[src/rtl/spiclk_pkg.sv]
// Package: shared types for the SPI bit-clock divider.
// Assumes: configuration word layout is [NW-1:0] linear N, [NW+MW-1:NW] exponent M,
// [NW+MW] mode select.
package spiclk_pkg;

    typedef enum logic {
        DIV_POW2 = 1'b0,
        DIV_LIN  = 1'b1
    } div_mode_e;

endpackage

[src/rtl/spiclk_cfg_hold.sv]
// Module: spiclk_cfg_hold
// Keeps the active divider setting and a holding slot for writes that arrive
// while a burst runs. Assumes busy is the transfer engine's run signal.
module spiclk_cfg_hold #(
    parameter int CFG_W = 13
) (
    input  logic             clk,
    input  logic             rst_n,
    input  logic             wr_en,
    input  logic [CFG_W-1:0] wr_data,
    input  logic             busy,
    output logic [CFG_W-1:0] act_cfg
);

    logic [CFG_W-1:0] pend_cfg;
    logic             pend_vld;

    // Purpose: load writes directly when idle, park them when busy, drain on idle.
    always_ff @(posedge clk) begin
        if (!rst_n) begin
            act_cfg  <= '0;
            pend_cfg <= '0;
            pend_vld <= 1'b0;
        end else if (!busy) begin
            if (wr_en) begin
                act_cfg <= wr_data;
            end else if (pend_vld) begin
                act_cfg <= pend_cfg;
            end
            pend_vld <= 1'b0;
        end else if (wr_en) begin
            pend_cfg <= wr_data;
            pend_vld <= 1'b1;
        end
    end

endmodule

[src/rtl/spiclk_half_calc.sv]
// Module: spiclk_half_calc
// Turns the active configuration word into a half-period length in module
// clocks. Assumes HALF_W is wide enough for both N+1 and 2^(2^MW-2).
module spiclk_half_calc
    import spiclk_pkg::*;
#(
    parameter int NW     = 8,
    parameter int MW     = 4,
    parameter int HALF_W = 16,
    localparam int CFG_W = NW + MW + 1
) (
    input  logic [CFG_W-1:0]  cfg,
    output logic [HALF_W-1:0] half_len
);

    localparam int SEL_BIT = NW + MW;

    div_mode_e         mode;
    logic [NW-1:0]     lin_n;
    logic [MW-1:0]     pow_m;
    logic [MW-1:0]     pow_eff;

    assign mode  = div_mode_e'(cfg[SEL_BIT]);
    assign lin_n = cfg[NW-1:0];
    assign pow_m = cfg[NW+MW-1:NW];

    // Purpose: clamp exponent zero to one, the module clock cannot divide by one.
    always_comb begin
        pow_eff = (pow_m == '0) ? MW'(1) : pow_m;
    end

    // Purpose: select the half-period for the chosen scheme.
    always_comb begin
        if (mode == DIV_LIN) begin
            half_len = HALF_W'(lin_n) + HALF_W'(1);
        end else begin
            half_len = HALF_W'(1) << (pow_eff - MW'(1));
        end
    end

endmodule

[src/rtl/spiclk_phase.sv]
// Module: spiclk_phase
// Counts module clocks through each half-period, toggles the serial clock and
// raises the edge strobes. Assumes half_len >= 1 and stable during a burst.
module spiclk_phase #(
    parameter int HALF_W = 16
) (
    input  logic              clk,
    input  logic              rst_n,
    input  logic              run,
    input  logic              cpol,
    input  logic [HALF_W-1:0] half_len,
    output logic              sclk,
    output logic              lead_stb,
    output logic              trail_stb
);

    logic [HALF_W-1:0] cnt;
    logic              wrap;

    assign wrap = (cnt == half_len - HALF_W'(1));

    // Purpose: phase counter, cleared whenever no burst is running.
    always_ff @(posedge clk) begin
        if (!rst_n || !run) begin
            cnt <= '0;
        end else if (wrap) begin
            cnt <= '0;
        end else begin
            cnt <= cnt + HALF_W'(1);
        end
    end

    // Purpose: serial clock level and edge strobes, registered together.
    always_ff @(posedge clk) begin
        if (!rst_n || !run) begin
            sclk      <= cpol;
            lead_stb  <= 1'b0;
            trail_stb <= 1'b0;
        end else if (wrap) begin
            sclk      <= ~sclk;
            lead_stb  <= (sclk == cpol);
            trail_stb <= (sclk != cpol);
        end else begin
            lead_stb  <= 1'b0;
            trail_stb <= 1'b0;
        end
    end

endmodule

[src/rtl/spiclk_divgen.sv]
// Module: spiclk_divgen (top)
// Dual-mode SPI bit-clock divider: linear divide-by-2(N+1) or divide-by-2^M,
// with leading/trailing edge strobes. Assumes a single module clock and that
// cpol is held stable while run is high.
module spiclk_divgen #(
    parameter int NW = 8,
    parameter int MW = 4,
    localparam int CFG_W = NW + MW + 1
) (
    input  logic             clk,
    input  logic             rst_n,
    input  logic             cfg_wr,
    input  logic [CFG_W-1:0] cfg_wdata,
    input  logic             run,
    input  logic             cpol,
    output logic             sclk,
    output logic             lead_stb,
    output logic             trail_stb
);

    localparam int POW_HALF_W = (1 << MW) - 1;
    localparam int HALF_W     = (POW_HALF_W > NW + 1) ? POW_HALF_W : NW + 1;

    logic [CFG_W-1:0]  act_cfg;
    logic [HALF_W-1:0] half_len;

    spiclk_cfg_hold #(.CFG_W(CFG_W)) u_hold (
        .clk     (clk),
        .rst_n   (rst_n),
        .wr_en   (cfg_wr),
        .wr_data (cfg_wdata),
        .busy    (run),
        .act_cfg (act_cfg)
    );

    spiclk_half_calc #(.NW(NW), .MW(MW), .HALF_W(HALF_W)) u_calc (
        .cfg      (act_cfg),
        .half_len (half_len)
    );

    spiclk_phase #(.HALF_W(HALF_W)) u_phase (
        .clk       (clk),
        .rst_n     (rst_n),
        .run       (run),
        .cpol      (cpol),
        .half_len  (half_len),
        .sclk      (sclk),
        .lead_stb  (lead_stb),
        .trail_stb (trail_stb)
    );

endmodule

[config.mk]
export PLATFORM = sky130hd
export DESIGN_NAME = spiclk_divgen
export DESIGN_NICKNAME = d
export VERILOG_FILES = /design/src/rtl/spiclk_pkg.sv /design/src/rtl/spiclk_cfg_hold.sv /design/src/rtl/spiclk_half_calc.sv /design/src/rtl/spiclk_phase.sv /design/src/rtl/spiclk_divgen.sv
export SDC_FILE = /design/constraint.sdc
export NUM_CORES = 1
export LEC_CHECK = 0
export CAP_MARGIN = 20
export CELL_PAD_IN_SITES_DETAIL_PLACEMENT = 2
export CELL_PAD_IN_SITES_GLOBAL_PLACEMENT = 2
export CORE_AREA = 2 2 93 95
export CTS_CLUSTER_DIAMETER = 60
export DETAILED_ROUTE_END_ITERATION = 12
export DIE_AREA = 0 0 95 97
export DONT_BUFFER_PORTS = 1
export GPL_ROUTABILITY_DRIVEN = 0
export PLACE_DENSITY = 0.76
export SETUP_SLACK_MARGIN = 0.15
export SLEW_MARGIN = 25
export SYNTH_ARGS = -nofsm -noshare
export SYNTH_HDL_FRONTEND = slang
export SYNTH_HIERARCHICAL = 1
export SYNTH_SLANG_ARGS = --single-unit
export TNS_END_PERCENT = 30
[constraint.sdc]
create_clock -name clk -period 2.9 [get_ports clk]
set_clock_uncertainty 0.1 [all_clocks]
set_input_delay 0.58 -clock clk [delete_from_list [all_inputs] [get_ports clk]]
set_output_delay 0.58 -clock clk [all_outputs]
set_load 0.005 [all_outputs]
==> out/metrics.yaml <==
die:
  core_area_um2: 8130
  die_w_um: 95
  io-pin-count: 21
  die-area_um2: 9220
  start_util: 0.346
  num_rows: 33
  die_h_um: 97
critical_path:
  rr_startpoint: "u_hold/act_cfg[3]"
  cp-startpoint: "u_hold/act_cfg[3]"
  path_class: "flip-flop to flip-flop"
  crit_buf_inv: 3
  required_ns: 3.01
  timing.rr.end: "u_phase/trail_stb"
  crit_path_top_delay_cell: "or4_4"
  startpoint_type: "flip-flop"
  reg2reg_depth: 10
  r2r_slack_ns: -0.39
  worstPathArrival_ns: 3.40
  crit_top_cell: "buf_4"
  critPathCaptureType: "flip-flop"
  cp-endpoint: "u_phase/trail_stb"
  max_stage_delay_ns: 0.60
  path_depth: 10
  crit_family: "simple AND/OR/NAND/NOR gates"
  crit_fanout: 5
  cp_cell_sequence: "nand4_1 > buf_4 > o32ai_4 > xor2_2 > buf_4 > o211ai_1 > o311a_4 > or4_4 > buf_6 > nor4_4"
synth:
  ys_warn_count: 6
  avgSynthCellArea_um2: 8.91
  ys_seq_area_frac: 0.324
  synth.distinct_cells: 55
  synth_flop_cell: "dfxtp_1"
  netlist_area_um2: 2820
  synth-seq-cells: 45
  synth_edf_count: 1
  synthArstFlopShare: 0
  synthTopCellsByArea: "dfxtp_1 (31%), xor2_1 (6.2%), nand2_1 (5.6%), xnor2_1 (5.0%), o211ai_1 (4.8%)"
  synth_fp_nets: 337
  yosys.area.top_type_share: 0.313
  synth.largest_area_cell: "dfxtp_1"
  synthCells: 316
pwr:
  internal_power_w: 0.00115
  total_power_w: 0.00174
  cellLeakagePower_nw: 1.38
  pwr-share-comb: 0.316
  p_switching_w: 0.000586
  ir_worst_vdd_v: 0.000257
  pwr-share-seq: 0.384
  power_density_nw_per_um2: 448
  switching_share: 0.337
  power_frac_clock: 0.300
cts:
  cts_tree: "yes"
  cts_sinks: 45
  cts_inserted_buffers: 5
  cts_buffer_depth: 2
  clk_latency_ns: 0.31
  clockRootBuffer: "clkbuf_8"
  path_clk_slew_ns: 0.10
  postCtsHoldBufs: 0
  cts_max_level: 2
timing:
  setup-violations-final: 18
  hold_viol: 0
  worst_slack_ns: -0.385
  max-slew-margin-rel: 0.514
  max_freq_ghz: 0.304
  period_share: 1.13
  fin_setup_tns_ns: -4.90
  worstMarginPinSlew_ns: 0.728
  rsz0062_at_grt: "yes"
  finalMaxSlewViolations: 0
  finalCriticalPeriod_ns: 3.29
status:
  outcome: "finished with violations"
  violations: "setup timing"
global_route:
  grt_pass1_wl_um: 17700
  grt_usage: 0.255
  antenna_found_initial: 0
  grt_max_degree: 31
  gr-total-overflow: 0
  grt_pass1_vias: 3097
detailed_routing:
  finalWirelength_um: 14100
  dr.pass1.iters: 4
  drc: 0
  wl_per_cell_um: 29.8
  via_per_inst: 6.02
  vias: 2852
  ant_nets: 0
  dr.first_iter.drc_count: 222
finish:
  final_common_cell: "buf_4"
  syn2layout_area_growth_pct: 37.6
  final_cell_mix: "buf_4 (51), nand2_1 (40), dfxtp_1 (33), o211ai_1 (18), xnor2_1 (14)"
  n_antenna_cell: 0
  final_nets: 389
  drive_gt1_frac: 0.417
  fin_cells: 474
run:
  drv_cap: 0
worst_hold_path:
  hold_path.class: "input port to flip-flop"
placement:
  dp_hpwl_um: 6980
  port-buffer-count: 0
  dp.cells: 445
-- Yosys cell counts, types with 2 or more instances --
master and n:
a211oi_1 5, a211oi_2 9, a21boi_0 13, a21oi_1 4, a31oi_1 2, and2_1 2
and3_1 3, buf_2 4, buf_6 4, clkbuf_1 7, dfxtp_1 44, ha_1 3
inv_1 4, mux2i_1 13, nand2_1 42, nand2b_1 2, nand3_1 10, nand4_1 6
nor2_1 15, nor2b_1 3, nor3_1 8, nor4_2 2, nor4_4 2, o211ai_1 18
o21ai_0 5, o21ai_1 12, o21ai_2 2, o22ai_1 2, o32ai_1 2, or3_1 3
or3b_4 2, or4_1 4, or4_2 2, or4_4 2, xnor2_1 16, xor2_1 20
-- power groups by stage --
stage | clock (W) | sequential (W) | combinational [W]
global route | 0.000550 | 0.000669 | 0.000572
global placement | 0 | 0.000676 | 0.000348
floorplan | 0 | 0.000672 | 0.000268
detailed placement | 0 | 0.000677 | 0.000369
finish | 0.000521 | 0.000667 | 0.000548
CTS | 0.000513 | 0.000663 | 0.000408
-- logic make-up after synthesis --
| logic type | after synthesis | share of synthesized area |
|---|---|---|
| flops | 45 | 0.324 |
| buf+inv | 21 | 0.0431 |
| mux | 13 | 0.0462 |
| xor+xnor | 36 | 0.112 |
| simple gates | 115 | 0.228 |
| fa+ha+maj | 3 | 0.0133 |
| compound gates | 83 | 0.234 |
-- routing by layer --
layer / GRT usage / vias up / wire length [um]
li1: - / 1256 / -
met1: 0.309 / 1460 / 5820
met2: 0.429 / 97 / 7090
met3: 0.0366 / 39 / 606
met4: 0.135 / 0 / 610
met5: 0 / - / 0
-- final cells by class --
class	instances	area (um2)
inverters	4	18.8
repair buffers	62	533
well taps	105	131
fillers	842	4260
clock inverters	3	46.3
flip-flops and latches	45	940
multi-input cells	250	2130
clock buffers	5	68.8
-- flip-flops by register name (all words and copies together) (netlist names) --
name               cells
u_phase/cnt           15
u_hold/pend_cfg       13
u_phase/trail_stb      1
u_phase/sclk           1
u_phase/lead_stb       1
u_hold/pend_vld        1
u_hold/act_cfg        13
-- worst min-delay path by stage --
stage | from | to | depth (start not counted)
floorplan | u_hold/pend_cfg[0] | u_hold/pend_cfg[0] | 2
global placement | u_hold/pend_cfg[6] | u_hold/pend_cfg[6] | 2
detailed placement | u_hold/pend_cfg[2] | u_hold/pend_cfg[2] | 2
CTS | run | u_hold/pend_vld | 2
global route | run | u_hold/pend_vld | 2
finish | run | u_hold/pend_vld | 2
-- repair_timing --
| action | in CTS | in global routing |
|---|---|---|
| pin swaps | 17 | 29 |
| cloned | 0 | 1 |
| setup endpoints to repair | 18 | 18 |
| gates resized for setup | 31 | 44 |
| buffers inserted | 7 | 13 |
-- worst register-to-register path: cells and delay by family (launching register included) --
kind                   cells  cell delay (ns)
XOR/XNOR                   1             0.27
AO/OA/AOI/OAI              3             0.76
AND/OR/NAND/NOR            3             1.07
buffers and inverters      3             0.59
flip-flops                 1             0.41
-- through the flow --
| stage | hold slack [ns] | setup slack, ns | instance area (um2) | utilization |
|---|---|---|---|---|
| 2_1_floorplan | 0.343 | 0.0742 | 2900 | - |
| 3_3_place_gp | 0.348 | -0.119 | 3240 | 0.399 |
| 3_5_place_dp | 0.358 | -0.193 | 3240 | 0.399 |
| 4_1_cts | 0.280 | -0.0744 | 3540 | 0.435 |
| 5_1_grt | 0.299 | -0.393 | 3870 | 0.476 |
| 6_report | 0.285 | -0.385 | 3870 | 0.476 |
Power figures use the tool's default switching activity.
